$ cat src/rtl/eac_pkg.sv
package eac_pkg;
  typedef enum logic [1:0] {
    EAC_M1_DZ  = 2'd0,
    EAC_M1_SZ  = 2'd1,
    EAC_P1_DM1 = 2'd2,
    EAC_ALT_DZ = 2'd3
  } eac_mode_e;
endpackage

$ cat src/rtl/eac_pregen.sv
module eac_pregen #(
  parameter int WIDTH = 16
) (
  input  logic [WIDTH-1:0] a_i,
  input  logic [WIDTH-1:0] b_i,
  output logic [WIDTH-1:0] g_o,
  output logic [WIDTH-1:0] p_o
);
  // bitwise generate and propagate
  assign g_o = a_i & b_i;
  assign p_o = a_i ^ b_i;
endmodule

$ cat src/rtl/eac_prefix_tree.sv
module eac_prefix_tree #(
  parameter int WIDTH = 16
) (
  input  logic [WIDTH-1:0] g_i,
  input  logic [WIDTH-1:0] p_i,
  output logic [WIDTH-1:0] grp_g_o,
  output logic [WIDTH-1:0] grp_p_o
);
  localparam int LEVELS = (WIDTH > 1) ? $clog2(WIDTH) : 0;

  // Minimum-depth tree: at level l, each bit whose index has bit l-1 set
  // absorbs the group ending just below its aligned block of size 2^(l-1).
  for (genvar l = 0; l <= LEVELS; l++) begin : lv
    logic [WIDTH-1:0] gg;
    logic [WIDTH-1:0] pp;
    if (l == 0) begin : g_seed
      assign gg = g_i;
      assign pp = p_i;
    end else begin : g_lvl
      for (genvar i = 0; i < WIDTH; i++) begin : bt
        if (((i >> (l - 1)) & 1) == 1) begin : g_node
          localparam int J = ((i >> (l - 1)) << (l - 1)) - 1;
          assign gg[i] = lv[l-1].gg[i] | (lv[l-1].pp[i] & lv[l-1].gg[J]);
          assign pp[i] = lv[l-1].pp[i] & lv[l-1].pp[J];
        end else begin : g_pass
          assign gg[i] = lv[l-1].gg[i];
          assign pp[i] = lv[l-1].pp[i];
        end
      end
    end
  end

  assign grp_g_o = lv[LEVELS].gg;
  assign grp_p_o = lv[LEVELS].pp;
endmodule

$ cat src/rtl/eac_feedback.sv
module eac_feedback
  import eac_pkg::*;
#(
  parameter int WIDTH = 16
) (
  input  eac_mode_e        mode_i,
  input  logic [WIDTH-1:0] p_i,
  input  logic [WIDTH-1:0] grp_g_i,
  input  logic [WIDTH-1:0] grp_p_i,
  output logic [WIDTH-1:0] sum_o,
  output logic             cout_o,
  output logic             pall_o
);
  logic             raw_cout;
  logic             all_prop;
  logic             cin_fb;
  logic [WIDTH:0]   carry;

  assign raw_cout = grp_g_i[WIDTH-1];
  assign all_prop = grp_p_i[WIDTH-1];

  always_comb begin
    case (mode_i)
      EAC_M1_SZ:  cin_fb = raw_cout | all_prop;
      EAC_P1_DM1: cin_fb = ~raw_cout;
      default:    cin_fb = raw_cout;
    endcase
  end

  // extra prefix level: one operator node per bit merges the fed-back carry
  assign carry[0] = cin_fb;
  for (genvar i = 0; i < WIDTH; i++) begin : g_inc
    assign carry[i+1] = grp_g_i[i] | (grp_p_i[i] & cin_fb);
  end

  assign sum_o  = p_i ^ carry[WIDTH-1:0];
  assign cout_o = raw_cout;
  assign pall_o = all_prop;
endmodule

$ cat src/rtl/eac_modadd.sv
module eac_modadd
  import eac_pkg::*;
#(
  parameter int WIDTH = 16
) (
  input  logic [WIDTH-1:0] a_i,
  input  logic [WIDTH-1:0] b_i,
  input  logic [1:0]       mode_i,
  output logic [WIDTH-1:0] sum_o,
  output logic             cout_o,
  output logic             pall_o
);
  logic [WIDTH-1:0] gen_bits;
  logic [WIDTH-1:0] prop_bits;
  logic [WIDTH-1:0] grp_gen;
  logic [WIDTH-1:0] grp_prop;
  eac_mode_e        mode_sel;

  assign mode_sel = eac_mode_e'(mode_i);

  eac_pregen #(.WIDTH(WIDTH)) u_pre (
    .a_i (a_i),
    .b_i (b_i),
    .g_o (gen_bits),
    .p_o (prop_bits)
  );

  eac_prefix_tree #(.WIDTH(WIDTH)) u_tree (
    .g_i     (gen_bits),
    .p_i     (prop_bits),
    .grp_g_o (grp_gen),
    .grp_p_o (grp_prop)
  );

  eac_feedback #(.WIDTH(WIDTH)) u_fb (
    .mode_i  (mode_sel),
    .p_i     (prop_bits),
    .grp_g_i (grp_gen),
    .grp_p_i (grp_prop),
    .sum_o   (sum_o),
    .cout_o  (cout_o),
    .pall_o  (pall_o)
  );
endmodule

$ cat config.mk
export PLATFORM = sky130hd
export DESIGN_NAME = eac_modadd
export DESIGN_NICKNAME = d
export VERILOG_FILES = /design/src/rtl/eac_pkg.sv /design/src/rtl/eac_pregen.sv /design/src/rtl/eac_prefix_tree.sv /design/src/rtl/eac_feedback.sv /design/src/rtl/eac_modadd.sv
export SDC_FILE = /design/constraint.sdc
export NUM_CORES = 1
export LEC_CHECK = 0
export ABC_AREA = 1
export ABC_CLOCK_PERIOD_IN_PS = 2000
export BUFFER_PORTS_ARGS = -buffer_cell sky130_fd_sc_hd__clkbuf_2
export CAP_MARGIN = 5
export CORE_MARGIN = 2
export CORE_UTILIZATION = 51
export DETAILED_ROUTE_END_ITERATION = 10
export PLACE_DENSITY = 0.92
export SLEW_MARGIN = 5
export SYNTH_ARGS = -nofsm -noshare
export SYNTH_HDL_FRONTEND = slang
export SYNTH_SLANG_ARGS = --single-unit
export TNS_END_PERCENT = 20
$ cat constraint.sdc
create_clock -name vclk -period 2
set_clock_uncertainty 0.05 [all_clocks]
set_input_delay 0 -clock vclk [all_inputs]
set_output_delay 0 -clock vclk [all_outputs]
set_load 0.02 [all_outputs]
### After elaboration in Yosys (flattened, before gate mapping)

Cells that the tools add are included.

| word-level totals | value |
|---|---|
| register bits | 0 |
| bits of input ports | 34 |
| output and inout bits | 18 |
| word-level logic and storage cells | 134 |

| operators by class | value |
|---|---|
| equality and inequality tests | 2 |
| mux-type cells | 1 |
| bitwise gates (word level) | 131 |

Operators by type and width:

| kind | number |
|---|---|
| AND 1 bit | 79 |
| bitwise OR 1 bit | 48 |
| bitwise XOR 16 bit | 2 |
| AND 16 bit | 1 |
| equality test 2 x 1 -> 1 bit (second input constant) | 1 |
| equality test 2 bit (second input constant) | 1 |
| one-hot mux 1 bit (2 select lines) | 1 |
| inverter 1 bit | 1 |

### Depth between registers and ports, before layout

Gate-level depths: netlist of the first run.

| logic depth | value |
|---|---|
| depth in word-level cells | 14 |
| depth in mapped cells | 17 |
| gate-level depth less buffers | 16 |

### Hierarchy

Synthesis of the first run repeated with hierarchy kept, for this count alone.

| unflattened totals | value |
|---|---|
| cells, all modules | 248 |
| area, all modules | 1,362.6 µm² |

Modules (own cells, without submodules):

| module | times used | cells each | area each (µm²) | sequential area each (µm²) |
|---|---|---|---|---|
| eac_feedback | 1 | 120 | 588.1 | 0.0 |
| eac_prefix_tree | 1 | 112 | 574.3 | 0.0 |
| eac_pregen | 1 | 16 | 200.2 | 0.0 |

### Least setup slack after synthesis of the first run

OpenSTA, ideal clock, no wires.

| path | value |
|---|---|
| path type | input-to-output |
| start | input port a_i[13] |
| end | output port sum_o[1] |
| arrival time | 2,213 ps |
| slack | -263 ps |
| stages | 13 |
| path buffers | 1 |
| path through | ha_1 -> nand2_2 -> nor2_1 -> nand2_2 -> nor3_4 -> nand2_1 -> nand2_1 -> nand2_2 -> nand2_4 -> buf_12 -> inv_1 -> fa_1 -> xnor2_1 |

| between the ends | value |
|---|---|
| elaborated cells on any way between the ends | 20 |
| those cells by class | mux: 1; bitwise: 19 |

RTL lines:

| what | line | source |
|---|---|---|
| start, declared | eac_modadd.sv:6 | `input logic [WIDTH-1:0] a_i,` |
| bitwise XOR 16 bit | eac_pregen.sv:11 | `assign p_o = a_i ^ b_i;` |
| AND 1 bit (4 in a row) | eac_prefix_tree.sv:24 | `assign pp[i] = lv[l-1].pp[i] & lv[l-1].pp[J];` |
| net pall_o | eac_modadd.sv:11 | `output logic pall_o` |
| bitwise OR 1 bit | eac_feedback.sv:24 | `EAC_M1_SZ: cin_fb = raw_cout \| all_prop;` |
| one-hot mux 1 bit (2 select lines) | eac_feedback.sv:23 | `case (mode_i)` |
| AND 1 bit | eac_feedback.sv:33 | `assign carry[i+1] = grp_g_i[i] \| (grp_p_i[i] & cin_fb);` |
| bitwise OR 1 bit | eac_feedback.sv:33 |  |
| bitwise XOR 16 bit | eac_feedback.sv:36 | `assign sum_o = p_i ^ carry[WIDTH-1:0];` |
| end, declared | eac_modadd.sv:9 | `output logic [WIDTH-1:0] sum_o,` |

The timed path passes the listed nets, and every way through them passes these cells.

### Worst setup path in the final report of the first run

| path | value |
|---|---|
| start | input port b_i[9] |
| end | output port sum_o[0] |

| between the ends | value |
|---|---|
| word-level cells in the longest chain between the ends | 11 |
| elaborated cells on any way between the ends | 18 |
| those cells by class | mux: 1; bitwise: 17 |

RTL lines:

| what | line | source |
|---|---|---|
| start, declared | eac_modadd.sv:7 | `input logic [WIDTH-1:0] b_i,` |
| bitwise XOR 16 bit | eac_pregen.sv:11 |  |
| AND 1 bit | eac_prefix_tree.sv:23 | `assign gg[i] = lv[l-1].gg[i] \| (lv[l-1].pp[i] & lv[l-1].gg[J]);` |
| bitwise OR 1 bit | eac_prefix_tree.sv:23 |  |
| AND 1 bit | eac_prefix_tree.sv:23 |  |
| bitwise OR 1 bit | eac_prefix_tree.sv:23 |  |
| AND 1 bit | eac_prefix_tree.sv:23 |  |
| bitwise OR 1 bit (2 in a row) | eac_prefix_tree.sv:23 |  |
| bitwise OR 1 bit or inverter 1 bit (tied branches) | eac_feedback.sv:24, eac_feedback.sv:25 |  |
| one-hot mux 1 bit (2 select lines) (*) | eac_feedback.sv:23 |  |
| bitwise XOR 16 bit (*) | eac_feedback.sv:36 |  |

Mark *: on every way between the ends. The rest lies on a longest branch, timed or not.

==> flow_metrics.tcl, run 1 <==
set metrics [dict create \
    postRouteAntennaNets 0 \
    syn_inst 206 \
    cp-start-kind "input pin" \
    p_leak_uw 0.00115 \
    path_buf_inv 4 \
    synthesis.area_um2 1180 \
    setup_viol 1 \
    holdWs_ns 0.469 \
    nFlopsAndLatches 0 \
    drt-initial-drc-count 37 \
    p_int_uw 284 \
    crit_path_max_fanout 4 \
    report.final.slew_viol_count 0 \
    placed_cell_area_um2 1700 \
    grt_usage_pct 23.7 \
    cpMaxStageDelayCell "fa_2" \
    die_x_um 52.0 \
    switching_power_uw 396 \
    antennaDiodeCount 0 \
    netSwitchingFraction_pct 58.3 \
    yosys-top-cells-area "nand2_1, ha_1, inv_1" \
    io_buffers 52 \
    hpwl_um 2650 \
    gp_congestion 0.823 \
    nNetsFinal 329 \
    ys_types 20 \
    stdcell_area_um2 1870 \
    p_clk_share_pct 0 \
    dieArea_um2 2710 \
    min_period_ns 2.01 \
    p_seq_share_pct 0 \
    max_stage_delay_ns 0.51 \
    combPwrFrac_pct 100.0 \
    nClkBuffers 0 \
    powerDensity_nw_per_um2 363 \
    final-hold-violation-count 0 \
    path_cells "clkbuf_2, ha_4, nand2_2, nor2_4, nand2_4, nor3_4, nand2_1, nand2_1, nand2_2, nand2_4, inv_2, fa_2, inv_1, buf_2" \
    postCtsHoldBufs 0 \
    synth_warnings 0 \
    layoutNonFillerInstCount 302 \
    ys_seq_area_share_pct 0 \
    synth.net_count 259 \
    critPathRequiredTime_ns 1.95 \
    placedCellCount 300 \
    finalCritPeriodShare_pct 100 \
    synth_top_area_share_pct 21.4 \
    core_um2 2190 \
    grt_pass1_vias 1393 \
    area_delta_synth_final_pct 58.9 \
    ir_drop_mv 0.307 \
    grt_max_degree 10 \
    cp-end-kind "primary output" \
    layout-drive-gt1-share_pct 47.4 \
    wl_per_cell_um 11.9 \
    via_count 1574 \
    rows 17 \
    worstPathArrival_ns 1.96 \
    antenna_found_initial 0 \
    status "finished, violations left" \
    setup_ws_ns -0.00983 \
    syn_avg_cell_area_um2 5.72 \
    drc 0 \
    pre_cts_ws_ns -0.0647 \
    tightest_slew_ns 0.387 \
    critical_path.top_delay_family "simple AND/OR/NAND/NOR gates" \
    grt_pass1_wl_um 5180 \
    slew_headroom_pct 74.0 \
    fmax_mhz 498 \
    vias_per_cell 5.21 \
    initial_core_util_pct 53.7 \
    first_pass_iters 5 \
    gr-total-overflow 0 \
    violations "negative setup slack" \
    regArea_um2 0 \
    drt_wl_total_um 3590 \
    synth_top_cell_by_area "nand2_1" \
    setup_tns_ns -0.00983 \
    ios 52 \
    drv_cap 0 \
    hold_class "input pin to primary output" \
    crit_type "input pin to primary output" \
    die_h_um 52.0 \
]
-- metal layers --
layer,global-route usage [%],part of all wire [%]
met2,47.7,55
met4,3.95,2.3
met3,1.15,4.6
met1,27.0,38
met5,0,0
-- layout make-up --
type	instances	area [um^2]
Fill cell	124	320
Multi-Input combinational cell	168	1300
Inverter	37	139
Tap cell	28	35.0
Timing Repair Buffer	69	398
-- synthesized netlist by cell type --
cell type,instances
nand2_2,13
buf_12,1
nor4_4,1
nor2_2,2
o21ai_1,1
a21oi_2,1
ha_1,18
nand3_1,15
nand2_4,11
nor2_4,1
nand2_1,67
nor2_1,16
a21oi_1,11
nor3_1,5
nor3_4,1
inv_1,37
a31oi_1,2
fa_1,1
xnor2_1,1
o21ai_0,1
-- cells by family (layout without fill, tap and decap cells) --
family          count (synthesis)  count (layout)  synth area share (%)
compound gates                 16              16                  7.33
xor+xnor                        1               1                 0.744
fa+ha+maj                      19              19                  20.8
buf+inv                        38             106                  13.5
simple gates                  132             132                  57.6
-- repair_timing --
action / in CTS / in global routing
gates resized for setup: 8 / 17
setup buffers: 0 / 2
endpoints found under the setup margin: 2 / 9
cloned: 0 / 0
pin swaps: 3 / 12
-- power by group through the flow --
stage          Sequential [uW]  Clock (uW)  Combinational [uW]
6_report                     0           0                 680
5_1_grt                      0           0                 739
4_1_cts                      0           0                 631
3_5_place_dp                 0           0                 606
3_3_place_gp                 0           0                 586
2_1_floorplan                0           0                 419
-- cells in the final DEF (no fill, tap or decap), types with 2 or more instances in the layout --
| master | instances |
|---|---|
| nand2_4 | 15 |
| buf_4 | 17 |
| inv_1 | 36 |
| a21oi_1 | 9 |
| ha_4 | 15 |
| nand2_2 | 17 |
| nor3_1 | 5 |
| ha_1 | 3 |
| nor2_4 | 4 |
| clkbuf_2 | 50 |
| a31oi_1 | 2 |
| nand2_1 | 59 |
| nand3_1 | 15 |
| nor2_1 | 14 |
| a21oi_2 | 3 |
-- tightest hold or removal path, cell delays in order --
cell and delay, ns:
clkbuf_2 0.10, ha_4 0.15, inv_1 0.04, nand2_1 0.05, nand2_1 0.04, clkbuf_2 0.14
-- per-stage QoR --
step | util (%) | total power (uW)
2_1_floorplan | - | 419
3_3_place_gp | 77.6 | 586
3_5_place_dp | 77.6 | 606
4_1_cts | 80.1 | 631
5_1_grt | 85.4 | 739
6_report | 85.4 | 680
-- worst paths after layout --
| path | from | endpoint | slack (ns) | cells past startpoint |
|---|---|---|---|---|
| setup / recovery | b_i[9] | sum_o[0] | -0.01 | 14 |
| hold / removal | b_i[3] | sum_o[3] | 0.47 | 6 |
Power figures use the tool's default switching activity.
==> run 2, diff against run 1 <==
==> constraint.sdc (replaced) <==
create_clock -name vclk -period 2
set_clock_uncertainty 0.05 [all_clocks]
set_input_delay 0.1 -clock vclk [all_inputs]
set_output_delay 0.1 -clock vclk [all_outputs]
set_load 0.02 [all_outputs]
==> flow_metrics.tcl, run 2 <==
set metrics [dict create \
    status "stopped before the end" \
    lastStage "global routing" \
    error "[ERROR DPL-0038] Utilization greater than 100%, impossible to legalize" \
    die_x_um 52.0 \
    rows 17 \
    synthesis.area_um2 1180 \
    yosys-top-cells-area "nand2_1, ha_1, inv_1" \
    worst-ep-kind "top-level output" \
    syn_avg_cell_area_um2 5.72 \
    netlist_top_cells_count "nand2_1, inv_1, ha_1" \
    synth_top_area_share_pct 21.4 \
    hpwl_um 2910 \
    gp_congestion 0.835 \
    ys_types 20 \
    yosysMostFrequentCell "nand2_1" \
    die_h_um 52.0 \
    grt_max_degree 10 \
    placedCellCount 317 \
    initial_core_util_pct 53.7 \
    synth_warnings 0 \
    syn_inst 206 \
    ios 52 \
    worstEndpointGrtRepair "sum_o[1]" \
    synth.net_count 259 \
    ys_seq_area_share_pct 0 \
    synth_top_cell_by_area "nand2_1" \
    io_buffers 52 \
]
[run 2: cell counts after synthesis]
No cell type changed its count.
[run 2: cell families after synthesis]
group,count (synthesis),synth area share [%]
xor gates and xnor gates,1,0.744
adders and majority gates,19,20.8
and+or+nand+nor,132,57.6
buffers and inverters,38,13.5
AOI/OAI and AO/OA,16,7.33
[run 2: metrics by stage]
step	setup TNS, ns	cell area [um^2]	setup WS (ns)	hold WS [ns]	util, %
detailed placement	-2.42	1830	-0.327	0.700	83.4
global placement	-0.801	1830	-0.204	0.673	83.4
floorplan	-0.497	1310	-0.262	0.393	-
CTS	-0.342	2030	-0.0991	0.685	92.7
[run 2: timing repair]
action	4_1_cts
hold buffers	0
gates resized for setup	26
pin swaps	12
gates cloned	0
endpoints found under the setup margin	16
setup buffers	5
==> run 3, diff against run 2 <==
CORE_AREA = 2 2 63 65   (was unset)
CORE_MARGIN = unset   (was 2)
CORE_UTILIZATION = unset   (was 51)
DIE_AREA = 0 0 65 67   (was unset)
PLACE_DENSITY = unset   (was 0.92)
PLACE_DENSITY_LB_ADDON = 0.15   (was unset)
==> flow_metrics.tcl, run 3 (synthesis gave the netlist of run 1 again) <==
set metrics [dict create \
    status "finished, violations left" \
    violations "negative setup slack" \
    critPathRequiredTime_ns 1.85 \
    ir_drop_mv 0.205 \
    grt_usage_pct 15.7 \
    ios 52 \
    layout-drive-gt1-share_pct 53.4 \
    dieArea_um2 4360 \
    initial_core_util_pct 32.7 \
    met3_usage_pct 0 \
    drt_wl_total_um 3350 \
    crit_type "input pin to primary output" \
    grt_pass1_wl_um 5620 \
    grt_pass1_vias 1408 \
    die_h_um 67 \
    grt_max_degree 15 \
    die_x_um 65 \
    final_util_pct 59.1 \
    io_buffers 52 \
    gr-usage-met1_pct 18.8 \
    cp-end-kind "primary output" \
    use_met2_pct 32.6 \
    gp_congestion 0.741 \
    drt-initial-drc-count 40 \
    setup_tns_ns -0.328 \
    first_pass_iters 4 \
    gr-total-overflow 0 \
    nClkBuffers 0 \
    fill_cells 372 \
    p_leak_uw 0.00127 \
    p_int_uw 359 \
    fmax_mhz 479 \
    via_count 1534 \
    worstPathArrival_ns 1.94 \
    p_clk_share_pct 0 \
    nNetsFinal 347 \
    area_delta_synth_final_pct 81.1 \
    report.final.slew_viol_count 0 \
    finalCritPeriodShare_pct 104 \
    antennaDiodeCount 0 \
    regArea_um2 0 \
    rsz0062_at_grt "yes" \
    setup_ws_ns -0.0867 \
    pre_cts_ws_ns -0.270 \
    tightest_slew_ns 0.373 \
    mostFrequentLayoutCells "nand2_1, clkbuf_2, buf_4" \
    slew_headroom_pct 75.0 \
    core_um2 3610 \
    busiest_layer "met2" \
    wl_per_cell_um 9.85 \
    min_period_ns 2.09 \
    multiInputGateArea_um2 1340 \
    postCtsHoldBufs 0 \
    vias_per_cell 4.51 \
    powerDensity_nw_per_um2 356 \
    crit_path_max_fanout 3 \
    antenna_found_initial 0 \
    switching_power_uw 400 \
    p_seq_share_pct 0 \
    netSwitchingFraction_pct 52.7 \
    drv_cap 0 \
    hold_class "input pin to primary output" \
    final_common_cell "nand2_1" \
    combPwrFrac_pct 100.0 \
    postRouteAntennaNets 0 \
    final-hold-violation-count 0 \
    cp-start-kind "input pin" \
    setup_viol 9 \
    nFlopsAndLatches 0 \
    rows 22 \
    hpwl_um 2620 \
    drc 0 \
]
run 3: metrics by stage:
step                power [uW]  cell area (um^2)  instances  hold WS [ns]
finish                     759              2130        340         0.657
global route               837              2130        340         0.702
CTS                        691              1980        336         0.679
global placement           627              1830        334         0.680
detailed placement         636              1830        334         0.684
floorplan                  419              1310        206         0.393
run 3: power groups by stage:
stage	clock, uW	combinational, uW	sequential (uW)
finish	0	759	0
global route	0	837	0
CTS	0	691	0
detailed placement	0	636	0
global placement	0	627	0
floorplan	0	419	0
run 3: critical path, stage by stage:
cell,delay (ns)
clkbuf_2,0.11
ha_4,0.27
nand2_2,0.07
nor2_4,0.15
nand2_4,0.07
nor3_4,0.16
nand2_1,0.09
nand2_2,0.07
nand2_2,0.06
nand2_4,0.07
inv_2,0.04
fa_2,0.50
inv_1,0.03
buf_2,0.14
run 3: timing repair:
| action | CTS | global route |
|---|---|---|
| cloned | 0 | 1 |
| hold endpoints to repair | 0 | 0 |
| buffers inserted | 2 | 3 |
| pin swaps | 10 | 3 |
| endpoints found under the setup margin | 16 | 16 |
| gates resized for setup | 21 | 40 |
run 3: worst paths after layout:
| path | start | end | slack, ns | cells after the start |
|---|---|---|---|---|
| max | a_i[5] | sum_o[0] | -0.09 | 14 |
| min | b_i[15] | sum_o[15] | 0.66 | 5 |
run 3: layer usage:
metal  vias to the layer above  part of all wire, %
met5                         -                    0
met4                         0                    0
met3                         0                  3.0
met2                        32                   56
met1                       687                   41
li1                        815                    -
run 3: final cells by class:
| type | count | share of cell area, % |
|---|---|---|
| multi-input combinational | 168 | 62.7 |
| tap | 48 | 2.82 |
| inverter | 37 | 6.51 |
| timing repair buffer | 87 | 27.9 |
